<file path="config.mk">
export PLATFORM = sky130hd
export DESIGN_NAME = irq_arbiter
export DESIGN_NICKNAME = d
export VERILOG_FILES = /design/src/rtl/irq_arb_pkg.sv /design/src/rtl/irq_arb_datapath.sv /design/src/rtl/irq_arb_control.sv /design/src/rtl/irq_arbiter.sv
export SDC_FILE = /design/constraint.sdc
export NUM_CORES = 1
export LEC_CHECK = 0
export BUFFER_PORTS_ARGS = -buffer_cell sky130_fd_sc_hd__buf_2
export CORE_MARGIN = 2
export CORE_UTILIZATION = 40
export DETAILED_ROUTE_END_ITERATION = 7
export GPL_TIMING_DRIVEN = 0
export PLACE_DENSITY = 0.66
export SETUP_SLACK_MARGIN = 0.1
export SYNTH_ARGS = -nofsm -noshare
export SYNTH_HDL_FRONTEND = slang
export SYNTH_SLANG_ARGS = --single-unit
</file>
<file path="constraint.sdc">
create_clock -name clk -period 12.35 [get_ports clk]
set_clock_uncertainty 0.1 [all_clocks]
set_input_delay 0.6175 -clock clk [delete_from_list [all_inputs] [get_ports clk]]
set_output_delay 0.6175 -clock clk [all_outputs]
set_load 0.01 [all_outputs]
</file>
<file path="src/rtl/irq_arb_pkg.sv">
package irq_arb_pkg;
  // Source and vector counts
  parameter int NUM_PIN    = 4;   // external pins, one vector each
  parameter int LEVEL_PINS = 2;   // pins 0..LEVEL_PINS-1 support level triggers
  parameter int NUM_SRC    = 15;  // all sources
  parameter int SHARE      = 2;   // internal sources per shared vector
  parameter int LEVEL_N    = 3;   // number of service levels

  localparam int NUM_INT = NUM_SRC - NUM_PIN;
  localparam int NUM_VEC = NUM_PIN + (NUM_INT + SHARE - 1) / SHARE;
  localparam int VEC_W   = $clog2(NUM_VEC);
  localparam int LVL_W   = $clog2(LEVEL_N + 1);

  typedef logic [LVL_W-1:0]   lvl_t;
  typedef logic [LEVEL_N-1:0] lvlMask_t;

  // Control-to-datapath strobes
  typedef struct packed {
    logic               push;
    logic               pop;
    lvl_t               pushLvl;
    logic [NUM_VEC-1:0] clrVec;
  } strobe_t;

  // source to vector folding
  function automatic int vecOf(int s);
    return (s < NUM_PIN) ? s : NUM_PIN + (s - NUM_PIN) / SHARE;
  endfunction

  function automatic logic [NUM_SRC-1:0] srcMaskOf(int v);
    logic [NUM_SRC-1:0] m;
    for (int s = 0; s < NUM_SRC; s++) m[s] = (vecOf(s) == v);
    return m;
  endfunction

  // priority code to service level
  function automatic lvl_t prioToLevel(logic [1:0] code);
    case (code)
      2'b00:   return lvl_t'(1);
      2'b01:   return lvl_t'(2);
      default: return lvl_t'(3);
    endcase
  endfunction
endpackage

</file>
<file path="src/rtl/irq_arb_datapath.sv">
module irq_arb_datapath
  import irq_arb_pkg::*;
(
  input  logic                 clk,
  input  logic                 rstN,
  input  logic [NUM_PIN-1:0]   pinIn,
  input  logic [2*NUM_PIN-1:0] pinMode,
  input  logic [NUM_INT-1:0]   srcSet,
  input  strobe_t              stb,
  output logic [NUM_SRC-1:0]   srcFlags,
  output logic [NUM_VEC-1:0]   vecReq,
  output lvl_t                 svcLevel
);
  logic [NUM_PIN-1:0] pinQ, pinPrev, pinEvt, pinLvl;
  logic [NUM_SRC-1:0] edgeFlag, setHit, clrHit;
  lvlMask_t           svcMask, topBit;

  always_ff @(posedge clk or negedge rstN) begin
    if (!rstN) begin
      pinQ    <= '0;
      pinPrev <= '0;
    end else begin
      pinQ    <= pinIn;
      pinPrev <= pinQ;
    end
  end

  // per-pin trigger decoding
  for (genvar p = 0; p < NUM_PIN; p++) begin : g_pin
    logic [1:0] mode;
    logic       rise, fall;
    assign mode = pinMode[2*p +: 2];
    assign rise = pinQ[p] & ~pinPrev[p];
    assign fall = ~pinQ[p] & pinPrev[p];
    if (p < LEVEL_PINS) begin : g_lvlPin
      assign pinEvt[p] = (mode == 2'b00) ? rise :
                         (mode == 2'b01) ? fall : 1'b0;
      assign pinLvl[p] = (mode == 2'b10) ? pinQ[p] :
                         (mode == 2'b11) ? ~pinQ[p] : 1'b0;
    end else begin : g_edgePin
      assign pinEvt[p] = (mode == 2'b00) ? rise :
                         (mode == 2'b01) ? fall : (rise | fall);
      assign pinLvl[p] = 1'b0;
    end
  end

  assign setHit = {srcSet, pinEvt};

  for (genvar s = 0; s < NUM_SRC; s++) begin : g_clr
    assign clrHit[s] = stb.clrVec[vecOf(s)];
  end

  // set has precedence over acknowledge clear
  always_ff @(posedge clk or negedge rstN) begin
    if (!rstN) edgeFlag <= '0;
    else       edgeFlag <= (edgeFlag & ~clrHit) | setHit;
  end

  // level requests bypass the latch
  assign srcFlags = edgeFlag | {{NUM_INT{1'b0}}, pinLvl};

  // OR of the sources of each vector
  for (genvar v = 0; v < NUM_VEC; v++) begin : g_vec
    assign vecReq[v] = |(srcFlags & srcMaskOf(v));
  end

  // In-service record: levels nest strictly upward, so one bit per level
  always_comb begin
    svcLevel = '0;
    topBit   = '0;
    for (int i = 0; i < LEVEL_N; i++) begin
      if (svcMask[i]) begin
        svcLevel = lvl_t'(i + 1);
        topBit   = lvlMask_t'(1) << i;
      end
    end
  end


  always_ff @(posedge clk or negedge rstN) begin
    if (!rstN)        svcMask <= '0;
    else if (stb.push) svcMask <= svcMask | (lvlMask_t'(1) << (stb.pushLvl - lvl_t'(1)));
    else if (stb.pop)  svcMask <= svcMask & ~topBit;
  end
endmodule

</file>
<file path="src/rtl/irq_arb_control.sv">
module irq_arb_control
  import irq_arb_pkg::*;
(
  input  logic [NUM_VEC-1:0]   vecReq,
  input  logic [NUM_VEC-1:0]   vecEn,
  input  logic [2*NUM_VEC-1:0] vecPrio,
  input  lvl_t                 svcLevel,
  input  logic                 ackStrobe,
  input  logic                 retStrobe,
  output logic                 irqReq,
  output logic [VEC_W-1:0]     irqVec,
  output strobe_t              stb
);
  lvl_t               vecLvl [NUM_VEC];
  logic [NUM_VEC-1:0] elig;
  lvl_t               bestLvl;
  logic [VEC_W-1:0]   bestIdx;

  // eligibility
  for (genvar v = 0; v < NUM_VEC; v++) begin : g_elig
    assign vecLvl[v] = prioToLevel(vecPrio[2*v +: 2]);
    assign elig[v]   = vecReq[v] & vecEn[v] & (vecLvl[v] > svcLevel);
  end

  // scan downward so equal levels settle on the lowest index
  always_comb begin
    bestLvl = '0;
    bestIdx = '0;
    for (int v = NUM_VEC - 1; v >= 0; v--) begin
      if (elig[v] && vecLvl[v] >= bestLvl) begin
        bestLvl = vecLvl[v];
        bestIdx = VEC_W'(v);
      end
    end
  end

  assign irqReq = |elig;
  assign irqVec = bestIdx;

  // handshake decisions
  always_comb begin
    stb.push    = ackStrobe & irqReq;
    stb.pop     = retStrobe & ~ackStrobe & (svcLevel != '0);
    stb.pushLvl = bestLvl;
    stb.clrVec  = stb.push ? (NUM_VEC'(1) << bestIdx) : '0;
  end
endmodule

</file>
<file path="src/rtl/irq_arbiter.sv">
module irq_arbiter
  import irq_arb_pkg::*;
(
  input  logic                 clk,
  input  logic                 rstN,
  input  logic [NUM_PIN-1:0]   pinIn,
  input  logic [2*NUM_PIN-1:0] pinMode,
  input  logic [NUM_INT-1:0]   srcSet,
  input  logic [NUM_VEC-1:0]   vecEn,
  input  logic [2*NUM_VEC-1:0] vecPrio,
  input  logic                 ackStrobe,
  input  logic                 retStrobe,
  output logic                 irqReq,
  output logic [VEC_W-1:0]     irqVec,
  output logic [LVL_W-1:0]     svcLevel,
  output logic [NUM_SRC-1:0]   srcFlags
);
  strobe_t            stb;
  logic [NUM_VEC-1:0] vecReq;
  lvl_t               svcLvlInt;

  irq_arb_datapath u_dp (
    .clk     (clk),
    .rstN    (rstN),
    .pinIn   (pinIn),
    .pinMode (pinMode),
    .srcSet  (srcSet),
    .stb     (stb),
    .srcFlags(srcFlags),
    .vecReq  (vecReq),
    .svcLevel(svcLvlInt)
  );

  irq_arb_control u_ctl (
    .vecReq   (vecReq),
    .vecEn    (vecEn),
    .vecPrio  (vecPrio),
    .svcLevel (svcLvlInt),
    .ackStrobe(ackStrobe),
    .retStrobe(retStrobe),
    .irqReq   (irqReq),
    .irqVec   (irqVec),
    .stb      (stb)
  );

  assign svcLevel = svcLvlInt;
endmodule

</file>
* Word level (Yosys, flattened, before mapping)
Index checks and enable logic that the tools add are counted.
Operators by class: add/subtract/negate cells 1, $lt $le $gt $ge 20, eq/ne operators 18, shift-type cells 2, mux-type cells 51, bitwise logic cells 49, reductions and logical operators 32
Operators with widths (count):
- 2-to-1 mux 4 bit | 10
- one-hot mux 2 bit (2 select lines) | 10
- bitwise AND 1 bit | 31
- == test 2 x 1 -> 1 bit (second input constant) | 14
- logical NOT 2 bit | 14
- 2-to-1 mux 2 bit | 12
- greater-than comparator 2 bit | 10
- greater-or-equal comparator 2 bit | 9
- bitwise AND 15 bit | 1
- NOT 15 bit | 1
- bitwise OR 15 bit | 1
- bitwise OR 15 x 2 -> 15 bit | 1
- 2-to-1 mux 1 bit | 14
- 2-to-1 mux 3 bit | 4
- logical AND 1 bit | 10
- 2-to-1 mux 10 bit | 1
- OR reduction 10 bit | 1
- OR reduction 2 bit | 5
- left shift 1 x 4 -> 10 bit (first input constant) | 1
- NOT 1 bit | 9
- == test 2 bit (second input constant) | 4
- nonzero test 2 bit | 2
- bitwise AND 3 bit | 1
- NOT 3 bit | 1
- other kinds (5) | 6
Word-level totals: register bits 26, input bits 57, output and inout bits 22, logic and storage cells 177

* Depth between registers and ports, before layout
depth in word-level cells 40, depth in mapped cells 71, gate-level depth less buffers 67

* Cells and area by module
Synthesis repeated with hierarchy kept, for this count alone.
Second synthesis, totals: cells, all modules 328, area total of the unflattened synthesis 2879.0 µm²
By module, submodules not included:
- irq_arb_control | times used 1, cells each 225, area an instance 1667.8 µm², seq. area each 0.0 µm²
- irq_arb_datapath | times used 1, cells each 103, area an instance 1211.2 µm², seq. area each 650.6 µm²

* Worst setup path before layout
Ideal clock, no wire load.
kind reg2out, from register u_dp.svcMask[2], to output port irqVec[0], arrival time 12.143 ns, data required time 11.632 ns, setup slack -0.510 ns, stages on the path, launching flop included 65, path buffers 4, cells stage by stage dfrtp_1 clkbuf_1 nor2_1 ha_1 nor2b_1 a22o_1 o22ai_1 inv_1 ha_1 a21oi_1 or2_2 clkbuf_1 nor2_1 a21o_1 ha_1 nor2b_1 nor2_1 a211oi_1 [... 29 more ...] and3_1 nor4_1 o2bb2ai_2 nor2b_1 nor2_1 ha_1 nand2b_1 a21oi_1 nor2_1 o31ai_1 ha_1 nand2b_1 a21oi_1 or2_0 buf_1 a21boi_1 o41ai_4 inv_1
On the way: cells in the longest elaborated chain, start to end 32, elaborated cells between the ends (all ways) 59, those cells by class order compare (19); mux (20); bitwise (10); reduce/logical (10)
RTL lines:
- start: declaration | RTL line irq_arb_datapath.sv:16 | lvlMask_t svcMask, topBit;
- start signal: assignment | RTL line irq_arb_datapath.sv:82 | else if (stb.push) svcMask <= svcMask | (lvlMask_t'(1) << (stb.pushLvl - lvl_t'(1)));
- start signal: assignment | RTL line irq_arb_datapath.sv:83 | else if (stb.pop) svcMask <= svcMask & ~topBit;
- 2-to-1 mux 2 bit (*) | RTL line irq_arb_datapath.sv:72 | if (svcMask[i]) begin
- greater-than comparator 2 bit | RTL line irq_arb_control.sv:22 | assign elig[v] = vecReq[v] & vecEn[v] & (vecLvl[v] > svcLevel);
- bitwise AND 1 bit | RTL line irq_arb_control.sv:22
- logical AND 1 bit | RTL line irq_arb_control.sv:30 | if (elig[v] && vecLvl[v] >= bestLvl) begin
- 2-to-1 mux 2 bit | RTL line irq_arb_control.sv:30
- greater-or-equal comparator 2 bit | RTL line irq_arb_control.sv:30
- logical AND 1 bit | RTL line irq_arb_control.sv:30
- 2-to-1 mux 2 bit | RTL line irq_arb_control.sv:30
- [... 16 more ...]
- logical AND 1 bit | RTL line irq_arb_control.sv:30
- 2-to-1 mux 2 bit | RTL line irq_arb_control.sv:30
- greater-or-equal comparator 2 bit | RTL line irq_arb_control.sv:30
- logical AND 1 bit | RTL line irq_arb_control.sv:30
- 2-to-1 mux 2 bit | RTL line irq_arb_control.sv:30
- greater-or-equal comparator 2 bit | RTL line irq_arb_control.sv:30
- logical AND 1 bit | RTL line irq_arb_control.sv:30
- 2-to-1 mux 4 bit (*) | RTL line irq_arb_control.sv:30
- end: declaration | RTL line irq_arbiter.sv:14 | output logic [VEC_W-1:0] irqVec,
Mark *: on every way between the ends. The rest lies on a longest branch, timed or not.

* Worst setup path after layout
from input port vecPrio[18], to output port irqVec[0]
On the way: cells in the longest elaborated chain, start to end 33, elaborated cells between the ends (all ways) 44, those cells by class order compare (11); eq/ne (1); mux (20); bitwise (1); reduce/logical (11)
RTL lines:
- start: declaration | RTL line irq_arbiter.sv:10 | input logic [2*NUM_VEC-1:0] vecPrio,
- == test 2 x 1 -> 1 bit / logical NOT 2 bit (equally long branches) | RTL line irq_arb_pkg.sv:38 | case (code)
- one-hot mux 2 bit (2 select lines) (*) | RTL line irq_arb_pkg.sv:38
- greater-than comparator 2 bit | RTL line irq_arb_control.sv:22
- bitwise AND 1 bit | RTL line irq_arb_control.sv:22
- logical AND 1 bit | RTL line irq_arb_control.sv:30
- 2-to-1 mux 2 bit | RTL line irq_arb_control.sv:30
- greater-or-equal comparator 2 bit | RTL line irq_arb_control.sv:30
- logical AND 1 bit | RTL line irq_arb_control.sv:30
- [... 17 more ...]
- logical AND 1 bit | RTL line irq_arb_control.sv:30
- 2-to-1 mux 2 bit | RTL line irq_arb_control.sv:30
- greater-or-equal comparator 2 bit | RTL line irq_arb_control.sv:30
- logical AND 1 bit | RTL line irq_arb_control.sv:30
- 2-to-1 mux 2 bit | RTL line irq_arb_control.sv:30
- greater-or-equal comparator 2 bit | RTL line irq_arb_control.sv:30
- logical AND 1 bit | RTL line irq_arb_control.sv:30
- 2-to-1 mux 4 bit (*) | RTL line irq_arb_control.sv:30
Marks and branches as above.

==> flow_summary.yaml <==
run_status:
  status: "finished clean"
route:
  wirelength_um: 8490
  vias: 3035
  drtIter0Drc: 126
  drc_errors: 0
  detail_route.wl_per_cell_um: 15.0
  routed_via_density: 5.37
  drt_pass1_iterations: 4
  ant_nets: 0
cells_and_area:
  final_cell_count_no_fill: 565
  areaGrowthSynthToFinish_pct: 44.5
  fill_cells: 598
  final_nets: 557
  n_antenna_cell: 0
  layout-drive-gt1-share: 0.437
  ff_latch_area_um2: 652
  multi_input_area_um2: 2430
  utilization: 0.607
yosys:
  syn_inst: 354
  netlist_top_cells_area: "dfrtp_1 23%, ha_1 13%, nor2b_1 5.0%"
  synth_top_cell_by_area: "dfrtp_1"
  yosysUniqueCellTypes: 63
  async_flop_share: 1.00
  syn_nets: 441
  synthFlopType: "dfrtp_1"
  yosysSeqAreaShare: 0.226
  synth_top_area_share: 0.226
  syn-cell-area_um2: 2880
  ys_ff_latch: 26
  yosysWarnings: 0
  synth_edf_count: 0
  synth_area_per_cell_um2: 8.15
clock_network:
  worstSkewPairLatency_ns: 0.27
  clock-sinks: 26
  htreeDepth: 1
  clockRootBuffer: "clkbuf_8"
  numCtsBuffers: 3
  clk_path_buf_depth: 2
  cts_tree: "yes"
  path_clk_slew_ns: 0.09
die:
  die_width_um: 88.9
  io_pins: 79
  start_util: 0.420
  core_area_um2: 6870
  dieArea_um2: 7900
  rows: 30
  die_h_um: 88.9
place:
  hpwl_um: 6150
  dpl.cell_count: 528
  gp_congestion: 0.847
  port_buffers: 78
timing:
  slew_viol_final: 0
  max_freq_mhz: 82.0
  maxSlewHeadroom: 0.527
  finalHoldViolCount: 0
  rsz0062_at_grt: "yes"
  finalSetupViolations: 0
  post-route-min-period_ns: 12.20
  worstMarginPinSlew_ns: 0.703
  min_period_over_period: 0.988
power_and_ir_drop:
  power_leakage_uw: 0.00189
  ir_drop_mv: 0.203
  p_per_area_nw_per_um2: 295
setup_path:
  cp.arrival_ns: 11.48
  critPathMaxFanout: 4
  path_class: "input pin to output port"
  cp_slowest_stage_delay_ns: 0.38
  cp_common_cell: "ha_1"
  reg2reg_to: "u_dp.edgeFlag[7]$_DFF_PN0_"
  ff2ff_setup_slack_ns: 0.40
  cpMaxStageDelayCell: "a221o_1"
  worst_ep_required_time_ns: 11.63
  rr_startpoint: "u_dp.svcMask[2]$_DFFE_PN0P_"
  ff2ff_path_depth: 65
  worstPathBufferInverterCount: 9
  critPathCaptureType: "output port"
  crit_family: "compound AO/OA/AOI/OAI gates"
  start_kind: "input pin"
grt:
  antenna_found_initial: 0
  grt_max_degree: 27
  grt_pass1_vias: 2869
  grt_overflow: 0
  grt_first_pass_wirelength_um: 13200
  grt_usage: 0.211
min_path:
  hp-class: "input pin to async pin"
run:
  drv_cap: 0
-- flip-flops by register name (all words and copies together), names as in the netlist --
| name | count |
|---|---|
| u_dp.edgeFlag | 15 |
| u_dp.pinQ | 4 |
| u_dp.pinPrev | 4 |
| u_dp.svcMask | 3 |
-- layout by cell type (no fill, tap or decap), types with 6 or more instances in the layout --
cell type / n
a21oi_1: 13
dfrtp_1: 25
nand2_1: 25
nor2b_1: 17
o21ai_0: 14
inv_1: 23
ha_1: 25
a21o_1: 14
buf_4: 47
nor2_1: 17
nand2b_1: 12
buf_2: 76
nand2b_4: 7
nand3_1: 6
-- worst reg2reg max path: cells and delay by family, from the launching register on --
family / cells / cell delay [ns]
buffers and inverters: 9 / 1.14
AND/OR/NAND/NOR: 22 / 3.13
flip-flops: 1 / 0.41
multiplexers: 3 / 0.77
adder cells (fa/ha/maj): 10 / 2.51
AO/OA/AOI/OAI: 21 / 3.83
-- timing repair --
action                     in CTS  in global routing
buffers inserted               14                 19
setup endpoints to repair      22                 22
hold buffers                    0                  0
resized for setup              41                 46
pin swaps                      18                 42
-- how the worst max path moves through the flow --
| stage | from | to | slack, ns | cells after the start |
|---|---|---|---|---|
| after floorplan | vecPrio[19] | u_dp.edgeFlag[12]$_DFF_PN0_ | 0.12 | 64 |
| after global placement | u_dp.svcMask[2]$_DFFE_PN0P_ | u_dp.edgeFlag[7]$_DFF_PN0_ | -1.77 | 66 |
| after detailed placement | u_dp.svcMask[2]$_DFFE_PN0P_ | u_dp.edgeFlag[7]$_DFF_PN0_ | -1.98 | 65 |
| after CTS | vecPrio[19] | irqVec[0] | 0.11 | 66 |
| after global routing | vecPrio[18] | irqVec[0] | -0.34 | 65 |
| final | vecPrio[18] | irqVec[0] | 0.15 | 65 |
-- where the power goes --
group	internal (µW)	switching, µW	leakage, µW
Sequential	110	19.8	0.000267
Clock	43.4	28.4	0.0000357
Combinational	498	531	0.00159
Total	652	579	0.00189
-- per-layer routing --
metal	GRT usage	part of all wire	vias to the layer above
li1	-	-	1504
met1	0.276	0.43	1428
met2	0.377	0.51	93
met3	0.0175	0.043	10
met4	0.0482	0.012	0
met5	0	0	-
-- cells by family after synthesis --
kind of cell               count (synthesis)  share of synthesized area
xor gates and xnor gates                   2                    0.00607
adders and majority gates                 30                      0.130
and+or+nand+nor                          142                      0.275
muxes                                      5                     0.0182
buffers and inverters                     43                     0.0733
DFF                                       26                      0.226
AOI/OAI and AO/OA                        106                      0.272
-- cell usage after synthesis, drive strengths merged, types with 3 or more instances --
| library cell | count |
|---|---|
| a211oi | 7 |
| a21boi | 5 |
| a21o | 14 |
| a21oi | 21 |
| a2bb2oi | 3 |
| and3 | 3 |
| buf | 15 |
| clkbuf | 3 |
| dfrtp | 26 |
| ha | 30 |
| inv | 25 |
| mux2i | 3 |
| nand2 | 27 |
| nand2b | 19 |
| nand3 | 6 |
| nand4 | 3 |
| nor2 | 22 |
| nor2b | 24 |
| nor3 | 7 |
| nor3b | 5 |
| nor4 | 3 |
| o211ai | 5 |
| o21a | 3 |
| o21ai | 18 |
| o21bai | 5 |
| o221ai | 3 |
| o31ai | 4 |
| or2 | 9 |
| or4 | 4 |
-- layout make-up --
| cell class | count | share of cell area |
|---|---|---|
| multi-input combinational | 285 | 0.582 |
| timing repair buffer | 112 | 0.162 |
| sequential | 26 | 0.156 |
| buffer | 17 | 0.0309 |
| tap | 96 | 0.0288 |
| inverter | 25 | 0.0225 |
| clock buffer | 3 | 0.00991 |
| clock inverter | 1 | 0.00721 |
-- per-stage QoR --
stage | TNS (ns) | hold slack [ns] | setup slack (ns) | cell area, µm² | power [µW]
final | 0 | 0.243 | 0.151 | 4170 | 1230
after global routing | -1.33 | 0.279 | -0.338 | 4170 | 1320
after CTS | 0 | 0.250 | 0.114 | 3780 | 1050
after detailed placement | -38.16 | 0.299 | -1.98 | 3420 | 842
after global placement | -33.53 | 0.289 | -1.77 | 3420 | 827
after floorplan | 0 | 0.222 | 0.119 | 2910 | 657
(Power assumes the default switching activity.)
